## src/rtl/tx_pad_fcs_pkg.sv

```systemverilog
package tx_pad_fcs_pkg;

    typedef enum logic [2:0] {
        S_IDLE     = 3'd0,
        S_PREAMBLE = 3'd1,
        S_DATA     = 3'd2,
        S_PAD      = 3'd3,
        S_FCS      = 3'd4
    } tx_state_e;

    localparam int          CRC_W      = 32;
    localparam int          FCS_BYTES  = CRC_W / 8;
    localparam logic [31:0] CRC_POLY   = 32'h04C1_1DB7;
    localparam logic [31:0] CRC_PRESET = 32'hFFFF_FFFF;
    localparam logic [7:0]  PRE_BYTE   = 8'h55;
    localparam logic [7:0]  SFD_BYTE   = 8'hD5;
    localparam logic [7:0]  FILL_BYTE  = 8'h00;

    // One byte of CRC update, most significant data bit first.
    function automatic logic [31:0] crc_step(input logic [31:0] c, input logic [7:0] b);
        logic [31:0] r;
        r = c;
        for (int i = 7; i >= 0; i--) begin
            if (r[31] ^ b[i]) r = (r << 1) ^ CRC_POLY;
            else              r = r << 1;
        end
        return r;
    endfunction

endpackage

```

## src/rtl/tx_crc32.sv

```systemverilog
module tx_crc32
    import tx_pad_fcs_pkg::*;
(
    input  logic        clk,
    input  logic        rst_n,
    input  logic        clr,
    input  logic        en,
    input  logic [7:0]  data,
    output logic [31:0] crc
);
    always_ff @(posedge clk) begin
        if (!rst_n || clr) crc <= CRC_PRESET;
        else if (en)       crc <= crc_step(crc, data);
    end
endmodule

```

## src/rtl/tx_bit_counter.sv

```systemverilog
module tx_bit_counter #(
    parameter int CNT_W = 16
) (
    input  logic             clk,
    input  logic             rst_n,
    input  logic             clr,
    input  logic             inc,
    output logic [CNT_W-1:0] count
);
    localparam logic [CNT_W-1:0] STEP = CNT_W'(8);

    always_ff @(posedge clk) begin
        if (!rst_n || clr) count <= '0;
        else if (inc)      count <= count + STEP;
    end

    assert_step_R4: assert property (@(posedge clk) disable iff (!rst_n)
        (inc && !clr) |=> (count == $past(count) + STEP));
endmodule

```

## src/rtl/tx_pad_fcs.sv

```systemverilog
module tx_pad_fcs
    import tx_pad_fcs_pkg::*;
#(
    parameter int PRE_BYTES       = 8,
    parameter int MIN_FRAME_BYTES = 64,
    parameter int CNT_W           = 16
) (
    input  logic             clk,
    input  logic             rst_n,
    input  logic             pad_en,
    input  logic             fcs_off,
    input  logic             in_valid,
    output logic             in_ready,
    input  logic [7:0]       in_data,
    input  logic             in_first,
    input  logic             in_last,
    output logic             out_valid,
    output logic [7:0]       out_data,
    output logic             out_first,
    output logic             out_last,
    output logic [CNT_W-1:0] bit_count
);
    localparam int               PAD_LIMIT = (PRE_BYTES + MIN_FRAME_BYTES - FCS_BYTES) * 8;
    localparam int               IDX_W     = $clog2(PRE_BYTES > FCS_BYTES ? PRE_BYTES : FCS_BYTES) + 1;
    localparam logic [CNT_W-1:0] LIMIT_C   = CNT_W'(PAD_LIMIT);
    localparam logic [CNT_W-1:0] BYTE_BITS = CNT_W'(8);
    localparam logic [IDX_W-1:0] PRE_END   = IDX_W'(PRE_BYTES - 1);
    localparam logic [IDX_W-1:0] FCS_END   = IDX_W'(FCS_BYTES - 1);

    tx_state_e        state_q, state_d;
    logic [IDX_W-1:0] idx_q;
    logic             pad_q, fcs_q;
    logic             start, take_last, short_now, fcs_need;
    logic [31:0]      crc, fcs_sel;
    logic [CNT_W-1:0] count_after;

    assign start       = (state_q == S_IDLE) && in_valid && in_first;
    assign take_last   = (state_q == S_DATA) && in_valid && in_last;
    assign count_after = bit_count + BYTE_BITS;
    assign short_now   = count_after < LIMIT_C;
    assign fcs_need    = pad_q || fcs_q;
    assign fcs_sel     = ~crc << (8 * int'(idx_q));

    // Next state
    always_comb begin
        state_d = state_q;
        unique case (state_q)
            S_IDLE:     if (start) state_d = S_PREAMBLE;
            S_PREAMBLE: if (idx_q == PRE_END) state_d = S_DATA;
            S_DATA:     if (take_last) begin
                            if (pad_q && short_now) state_d = S_PAD;
                            else if (fcs_need)      state_d = S_FCS;
                            else                    state_d = S_IDLE;
                        end
            S_PAD:      if (!short_now) state_d = S_FCS;
            S_FCS:      if (idx_q == FCS_END) state_d = S_IDLE;
            default:    state_d = S_IDLE;
        endcase
    end

    // State register, byte index and controls latched at frame start
    always_ff @(posedge clk) begin
        if (!rst_n) begin
            state_q <= S_IDLE;
            idx_q   <= '0;
            pad_q   <= 1'b0;
            fcs_q   <= 1'b1;
        end else begin
            state_q <= state_d;
            if (state_d != state_q) idx_q <= '0;
            else                    idx_q <= idx_q + IDX_W'(1);
            if (start) begin
                pad_q <= pad_en;
                fcs_q <= !fcs_off;
            end
        end
    end

    // Outputs
    always_comb begin
        in_ready  = 1'b0;
        out_valid = 1'b0;
        out_data  = FILL_BYTE;
        out_first = 1'b0;
        out_last  = 1'b0;
        unique case (state_q)
            S_IDLE: ;
            S_PREAMBLE: begin
                out_valid = 1'b1;
                out_data  = (idx_q == PRE_END) ? SFD_BYTE : PRE_BYTE;
                out_first = (idx_q == '0);
            end
            S_DATA: begin
                in_ready  = 1'b1;
                out_valid = in_valid;
                out_data  = in_data;
                out_last  = take_last && !fcs_need && !(pad_q && short_now);
            end
            S_PAD: begin
                out_valid = 1'b1;
                out_data  = FILL_BYTE;
            end
            S_FCS: begin
                out_valid = 1'b1;
                out_data  = fcs_sel[31:24];
                out_last  = (idx_q == FCS_END);
            end
            default: ;
        endcase
    end

    tx_crc32 u_crc (
        .clk  (clk),
        .rst_n(rst_n),
        .clr  (start),
        .en   (out_valid && (state_q == S_DATA || state_q == S_PAD)),
        .data (out_data),
        .crc  (crc)
    );

    tx_bit_counter #(.CNT_W(CNT_W)) u_cnt (
        .clk  (clk),
        .rst_n(rst_n),
        .clr  (start),
        .inc  (out_valid),
        .count(bit_count)
    );

    // Assertions
    assert_first_is_preamble_R2: assert property (@(posedge clk) disable iff (!rst_n)
        out_first |-> (out_data == PRE_BYTE && bit_count == '0));
    assert_pad_below_limit_R5: assert property (@(posedge clk) disable iff (!rst_n)
        (state_q == S_PAD) |-> (bit_count < LIMIT_C));
    assert_fcs_after_min_R10: assert property (@(posedge clk) disable iff (!rst_n)
        (state_q == S_FCS && pad_q) |-> (bit_count >= LIMIT_C));
    assert_crc_frozen_R9: assert property (@(posedge clk) disable iff (!rst_n)
        (state_q == S_FCS && idx_q != '0) |-> $stable(crc));
    assert_idle_after_last_R11: assert property (@(posedge clk) disable iff (!rst_n)
        out_last |=> !out_valid);
    assert_no_take_outside_data_R12: assert property (@(posedge clk) disable iff (!rst_n)
        (in_ready && in_valid) |-> out_valid);
endmodule

```

## config.mk

```make
export PLATFORM = sky130hd
export DESIGN_NAME = tx_pad_fcs
export DESIGN_NICKNAME = d
export VERILOG_FILES = /design/src/rtl/tx_pad_fcs_pkg.sv /design/src/rtl/tx_crc32.sv /design/src/rtl/tx_bit_counter.sv /design/src/rtl/tx_pad_fcs.sv
export SDC_FILE = /design/constraint.sdc
export NUM_CORES = 1
export LEC_CHECK = 0
export CAP_MARGIN = 15
export CORE_ASPECT_RATIO = 0.9
export CORE_MARGIN = 5
export CORE_UTILIZATION = 30
export CTS_BUF_LIST = sky130_fd_sc_hd__clkbuf_4 sky130_fd_sc_hd__clkbuf_8
export DETAILED_ROUTE_END_ITERATION = 8
export GPL_TIMING_DRIVEN = 0
export PLACE_DENSITY_LB_ADDON = 0.15
export REMOVE_ABC_BUFFERS = 1
export SKIP_LAST_GASP = 1
export SLEW_MARGIN = 20
export SYNTH_ARGS = -nofsm -noshare
export SYNTH_HDL_FRONTEND = slang
export SYNTH_SLANG_ARGS = --single-unit
```

## constraint.sdc

```tcl
create_clock -name clk -period 3 [get_ports clk]
set_clock_uncertainty 0.15 [all_clocks]
set_input_delay 0.6 -clock clk [delete_from_list [all_inputs] [get_ports clk]]
set_output_delay 0.6 -clock clk [all_outputs]
set_load 0.005 [all_outputs]
```

Word level (Yosys, flattened, before mapping):

Index checks and enable logic that the tools add are counted.

* add/sub/neg operators: 2
* multipliers: 0
* divide/modulo/power cells: 0
* $lt $le $gt $ge: 1
* equality and inequality tests: 7
* shift-type cells: 1
* mux-type cells: 36
* bitwise operators: 18
* reduce and logical (&&, ||, !) cells: 19

Operator list (count)
* 32-bit two-way mux: 14
* 27-bit two-way mux: 8
* 14-bit NOT: 8
* 32-bit NOT: 1
* 32-bit by 7-bit << shifter with 32-bit output: 1
* 8-bit one-hot mux with 3 select lines: 1
* 3-bit two-way mux: 7
* 16-bit by 4-bit adder with 16-bit output (second input constant): 1
* 16-bit by 10-bit less-than comparator with 1-bit output (second input constant): 1
* 3-bit one-hot mux with 5 select lines: 1
* 1-bit logical AND: 8
* 8-bit two-way mux: 1
* 1-bit bitwise XOR: 8
* 3-bit by 2-bit == test with 1-bit output (second input constant): 2
* 4-bit by 1-bit adder with 4-bit output (second input constant): 1
* 4-bit by 2-bit == test with 1-bit output (second input constant): 1
* 4-bit by 3-bit == test with 1-bit output (second input constant): 1
* 1-bit logical NOT: 4
* 4-bit logical NOT: 1
* 1-bit one-hot mux with 2 select lines: 2
* 3-bit by 1-bit == test with 1-bit output (second input constant): 1
* 3-bit == test (second input constant): 1
* 3-bit logical NOT: 1
* 1-bit logical OR: 3
* other kinds (5): 6

* bits in registers: 57
* bits in latches: 0
* memory bits (writable): 0
* memory bits (read-only): 0
* bits of input ports: 15
* output and inout bits: 28
* word-level logic and storage cells: 90
* memories: 0

Longest topological paths before layout:

Gate-level depths: netlist of run 1.

* depth in word-level cells: 33
* gate-level depth with buffers: 10
* depth with buffers taken out: 8

By module:

A second synthesis of run 1 with hierarchy kept.

* cell total of the unflattened synthesis: 368
* area, all modules: 3641.0 sq um

By module, submodules not included
* tx_crc32: times used 1, cells each 177, area each 2014.4 sq um, sequential area each 640.6 sq um
* tx_pad_fcs: times used 1, cells each 120, area each 993.5 sq um, sequential area each 180.2 sq um
* tx_bit_counter: times used 1, cells each 71, area each 633.1 sq um, sequential area each 260.2 sq um

Worst setup path before layout of run 1:

No wires, ideal clock.

* path kind: reg2reg
* start point: reg idx_q[1]
* end point: reg u_crc.crc[13]
* setup time: 0.128 ns
* arrival time: 2.479 ns
* data required time: 2.722 ns
* path slack: 0.243 ns
* stages on the path, launching flop included: 9
* path buffers: 1
* period minus slack after synthesis: 2.757 ns
* path through: dfxtp_1 -> buf_4 -> mux4_2 -> o32ai_4 -> xor2_2 -> xnor2_2 -> xnor3_1 -> xnor2_1 -> o21ai_1

* elaborated cells between the ends (all ways): 36
* classes of those cells: eq/ne: 1; shift: 1; mux: 24; bitwise: 10

RTL lines
* from (decl): line tx_pad_fcs.sv:31 `logic [IDX_W-1:0] idx_q;`
* from (signal assigned): line tx_pad_fcs.sv:71 `else idx_q <= idx_q + IDX_W'(1);`
* 32-bit by 7-bit << shifter with 32-bit output (*): line tx_pad_fcs.sv:42 `assign fcs_sel = ~crc << (8 * int'(idx_q));`
* 8-bit one-hot mux with 3 select lines (*): line tx_pad_fcs.sv:86 `unique case (state_q)`
* named net out_data[3]: line tx_pad_fcs.sv:18 `output logic [7:0] out_data,`
* 1-bit bitwise XOR (*): line tx_pad_fcs_pkg.sv:24 `if (r[31] ^ b[i]) r = (r << 1) ^ CRC_POLY;`
* 27-bit two-way mux (*): line tx_pad_fcs_pkg.sv:24
* 32-bit two-way mux (*): line tx_crc32.sv:13 `else if (en) crc <= crc_step(crc, data);`
* 32-bit two-way mux (*): line tx_crc32.sv:12 `if (!rst_n || clr) crc <= CRC_PRESET;`
* 14-bit NOT (no source line)
* 27-bit two-way mux (*): line tx_pad_fcs_pkg.sv:24
* 32-bit two-way mux (*): line tx_crc32.sv:13
* 32-bit two-way mux (*): line tx_crc32.sv:12
* 14-bit NOT (no source line)
* 27-bit two-way mux (*): line tx_pad_fcs_pkg.sv:24
* 32-bit two-way mux (*): line tx_crc32.sv:13
* 32-bit two-way mux (*): line tx_crc32.sv:12
* 27-bit two-way mux (*): line tx_pad_fcs_pkg.sv:24
* to (signal assigned): line tx_crc32.sv:13
* to (decl): line tx_crc32.sv:9 `output logic [31:0] crc`

Mark *: on every way through the listed nets, which the timed path passes. The rest lies on a longest branch. The select of a mux whose other input is x is not followed.
A chain may end at the register's enable or synchronous reset.

Final worst setup path of run 1:

* start point: in in_data[4]
* end point: reg u_crc.crc[11]

* longest elaborated chain between the ends: 18

RTL lines
* from (decl): line tx_pad_fcs.sv:14 `input logic [7:0] in_data,`
* 8-bit one-hot mux with 3 select lines (*): line tx_pad_fcs.sv:86
* 1-bit bitwise XOR (*): line tx_pad_fcs_pkg.sv:24
* 27-bit two-way mux (*): line tx_pad_fcs_pkg.sv:24
* 32-bit two-way mux (*): line tx_crc32.sv:13
* 32-bit two-way mux (*): line tx_crc32.sv:12
* 14-bit NOT (no source line)
* 27-bit two-way mux (*): line tx_pad_fcs_pkg.sv:24
* 32-bit two-way mux (*): line tx_crc32.sv:13
* (+2 left out)
* 32-bit two-way mux (*): line tx_crc32.sv:13
* 32-bit two-way mux (*): line tx_crc32.sv:12
* 14-bit NOT (no source line)
* 27-bit two-way mux (*): line tx_pad_fcs_pkg.sv:24
* 32-bit two-way mux (*): line tx_crc32.sv:13
* 32-bit two-way mux (*): line tx_crc32.sv:12
* 14-bit NOT (no source line)
* 27-bit two-way mux (*): line tx_pad_fcs_pkg.sv:24

Every way passes the cells marked *; elsewhere a longest branch is shown, timed or not. The select of a mux whose other input is x is not followed.

==> key figures, run 1 <==
Setup path
  – CP most frequent cell: xnor2_1
  – Largest fanout on the critical path: 4
  – Kind of cell adding the most delay to the critical path: simple AND/OR/NAND/NOR gates
  – Reg-to-reg slack, setup: 120 ps
  – Launching instance or port of the critical path: in_data[4]
  – Critical path startpoint category: input port
  – Delay of the slowest cell on the worst path: 550 ps
  – Number of cell instances on the worst register-to-register path: 9
  – Critical Setup Path Class: in2reg
  – Cell at the slowest stage of the critical path: or4bb_4
  – Cells traversed along the worst timing path: clkdlybuf4s50_1 -> or4bb_4 -> o2111ai_1 -> nor4bb_4 -> buf_4 -> xnor2_1 -> xnor2_1 -> xor2_1 -> o21ai_1
  – Required time reported for the critical path endpoint: 3060 ps
  – Beginning of the worst register-to-register path: state_q[0]
  – Type of element capturing the critical path: flop
  – Sum of buffers and inverters on the critical path: 2
  – Critical register-to-register path endpoint: u_crc.crc[11]
  – Data arrival time of the critical path: 3000 ps

Layout
  – Number of standard cells in the layout, taps in and fillers out: 629
  – Layout net count: 488
  – Antenna Diode Count: 0
  – End-of-flow core utilization: 38.8%
  – Growth of design area from synthesis to finish: 26.2%
  – Share of cells above drive strength 1: 19.6%

Global routing
  – Vias in the first global route: 2,931
  – Residual overflow from global routing: 0
  – Overall fraction of global-route tracks in use: 13.2%
  – Antenna violations before repair: 0
  – First-pass GRT wire length: 15,700 um
  – Maximum number of pins on one net before global-route repair: 44

Synthesis
  – Distinct cells, synth: 58
  – Post-synthesis average cell area: 8.84 um^2
  – Top-count cell post-synth: dfxtp_1
  – Cell count after synthesis: 421
  – Yosys top cell area share: 29.0%
  – Top post-synthesis cells by count: dfxtp_1, xnor2_1, nand2_1, a21oi_1, clkbuf_1
  – Post-Synthesis Cell Area: 0.00372 mm^2
  – Leading post-synthesis cells by cell area: dfxtp_1, xnor2_1, mux4_2, nand2_1, o211ai_1
  – Share of synthesized area occupied by flip-flops and latches: 29.0%
  – Flops & latches, synth: 54
  – Total number of yosys warnings: 0
  – Synth area leader: dfxtp_1
  – Flip-flop cell with the highest count after synthesis: dfxtp_1
  – Post-synthesis async set-or-reset flop share: 0%
  – Number of synthesized flops with an enable pin: 0

Place
  – Pre-CTS WS: -644 ps
  – I/O Buffers: 39
  – Final HPWL from detailed placement: 6680 um
  – Final weighted congestion in routability-driven placement: 0.799
  – Cell Count Post-Placement: 588

Drt
  – Count of antenna-violating nets left after detailed routing: 0
  – DRC violation total after the first TritonRoute iteration: 285
  – Total detailed-routing wirelength: 9690 um
  – Final routed DRC violation total: 0
  – Routed via count: 3,088
  – Post-detailed-route via-to-cell ratio: 4.91
  – Number of iterations in the first detailed-routing pass: 4
  – Routed wire per std cell: 15.4 um

STA
  – Maximum clock rate: 0.339 GHz
  – Setup TNS Final: 0 ps
  – Hold Violations, Final: 0
  – Final setup viols: 0
  – Post-layout worst setup margin: 53.6 ps
  – Share of the clock period used by the worst path after layout: 98.2%
  – Max Slew Vio Count: 0
  – Slew at the pin closest to its max-slew limit: 851 ps
  – Final critical-path required period: 2950 ps
  – Unrepaired setup endpoints after global routing: yes
  – Rel. slew slack: 43.2%

Run status
  – Outcome: complete, no violations

Hold path
  – Hold EP: u_crc.crc[30]
  – Worst Hold Path Cells: 2
  – Hold crit path type: reg2reg
  – Hold wc startpoint: u_crc.crc[30]

Floorplan
  – Standard cell core area: 0.0121 mm^2
  – Die width: 127 um
  – Die Span Y: 116 um
  – Ports placed on the boundary: 43
  – Overall die area: 0.0147 mm^2
  – Rows: 38
  – Starting Density: 30.7%

Clocking
  – Clk pin slew, worst setup/hold paths: 100 ps
  – Hold-fix buffers, CTS: 0
  – Root Buffer: clkbuf_8
  – TritonCTS clock tree: done
  – Num CTS Buffers: 5
  – Deepest clock path buffer count: 2
  – Clk Latency, worst-skew pair: 310 ps
  – # H-tree levels: 2
  – Clk sinks: 54

Power
  – Ratio of total power to cell area: 312 mW/mm^2
  – Pleak: 1.78 nW
  – Worst ir drop on vdd: 0.000149 V

Job
  – Maxcap violations: 0
-- power breakdown --
group | switching (W) | internal [W]
Sequential | 0.0000236 | 0.000723
Combinational | 0.000142 | 0.000158
Clock | 0.000241 | 0.000179
Total | 0.000406 | 0.00106
-- kinds of logic (layout without fill, tap and decap cells) --
| logic type | after synthesis | after routing | share of synthesized area (%) |
|---|---|---|---|
| other | 1 | 3 | 0.101 |
| buffers and inverters | 50 | 95 | 6.08 |
| adders and majority gates | 3 | 3 | 1.01 |
| xor gates and xnor gates | 79 | 79 | 22.4 |
| AOI/OAI and AO/OA | 92 | 92 | 17.3 |
| and+or+nand+nor | 131 | 132 | 18.5 |
| muxes | 11 | 11 | 5.68 |
| DFF | 54 | 54 | 29.0 |
-- sequential cells by signal, summed over array words and instances, names as in the netlist --
name	count
u_crc.crc	32
state_q	3
idx_q	4
fcs_q	1
u_cnt.count	13
pad_q	1
-- worst min-delay path: cells and delay by family (launching register included) --
kind,cells,cell delay (ps)
AOI/OAI and AO/OA,1,70
DFF,1,330
and+or+nand+nor,1,60
-- final cells by class --
type / count / area (um^2)
clock buffers: 6 / 82.6
fillers: 1228 / 7430
inverters: 14 / 52.6
multi-input cells: 320 / 2590
flip-flops and latches: 54 / 1100
well taps: 160 / 200
repair buffers: 75 / 677
-- through the flow --
stage | cell area [um^2] | total power (W) | hold slack [ps]
6_report | 4700 | 0.00147 | 351
5_1_grt | 4700 | 0.00155 | 385
2_1_floorplan | 3560 | 0.000934 | 307
3_5_place_dp | 4220 | 0.00103 | 345
3_3_place_gp | 4150 | 0.00102 | 328
4_1_cts | 4470 | 0.00147 | 360
-- worst max path at each step --
stage                     slack, ps            end  cells past startpoint
after global placement        -1820  u_crc.crc[26]                      6
final                            50  u_crc.crc[11]                      9
after detailed placement       -640   u_crc.crc[5]                      7
after floorplan                -560  u_crc.crc[11]                      7
after global routing            -30   u_crc.crc[8]                      9
after CTS                        -4  u_crc.crc[13]                      7
-- metal layers --
| layer | wire (um) | global-route usage, % | up-vias | share of wire, % |
|---|---|---|---|---|
| li1 | - | - | 1575 | - |
| met1 | 4870 | 18.7 | 1467 | 50 |
| met2 | 4370 | 20.9 | 41 | 45 |
| met3 | 370 | 2.44 | 5 | 3.8 |
| met4 | 82 | 3.22 | 0 | 0.85 |
| met5 | 0 | 0 | - | 0 |
-- repair_timing --
action | in CTS | in global routing
buffers inserted | 15 | 19
pin swaps | 5 | 4
gates resized for setup | 19 | 15
endpoints found under the setup margin | 44 | 24
cloned | 1 | 0
-- cell usage in the layout (no fill, tap or decap), drive strengths merged, types with 4 or more instances in the layout --
cell type      Yosys  routed
or3b               3       4
inv               14      14
and3               4       4
o211ai            21      21
xor2              21      21
nor3               8       8
buf               13      36
nand4              7       7
nand2             42      42
o2111ai            4       4
o21ai             22      22
xnor2             56      56
nor4bb             4       4
clkbuf            23       6
a21oi             25      25
dfxtp             54      54
nor2              21      21
mux4               8       8
nand3             14      14
clkdlybuf4s50      0      35
nand2b             4       4
nor4               5       5
Note: power is estimated with default switching activity, not from simulation.
==> run 2: changes to the inputs <==
- ABC_CLOCK_PERIOD_IN_PS: not set -> 3000
==> results of run 2 <==
Same layout as run 1: the final DEF is identical, and so are final timing and power.
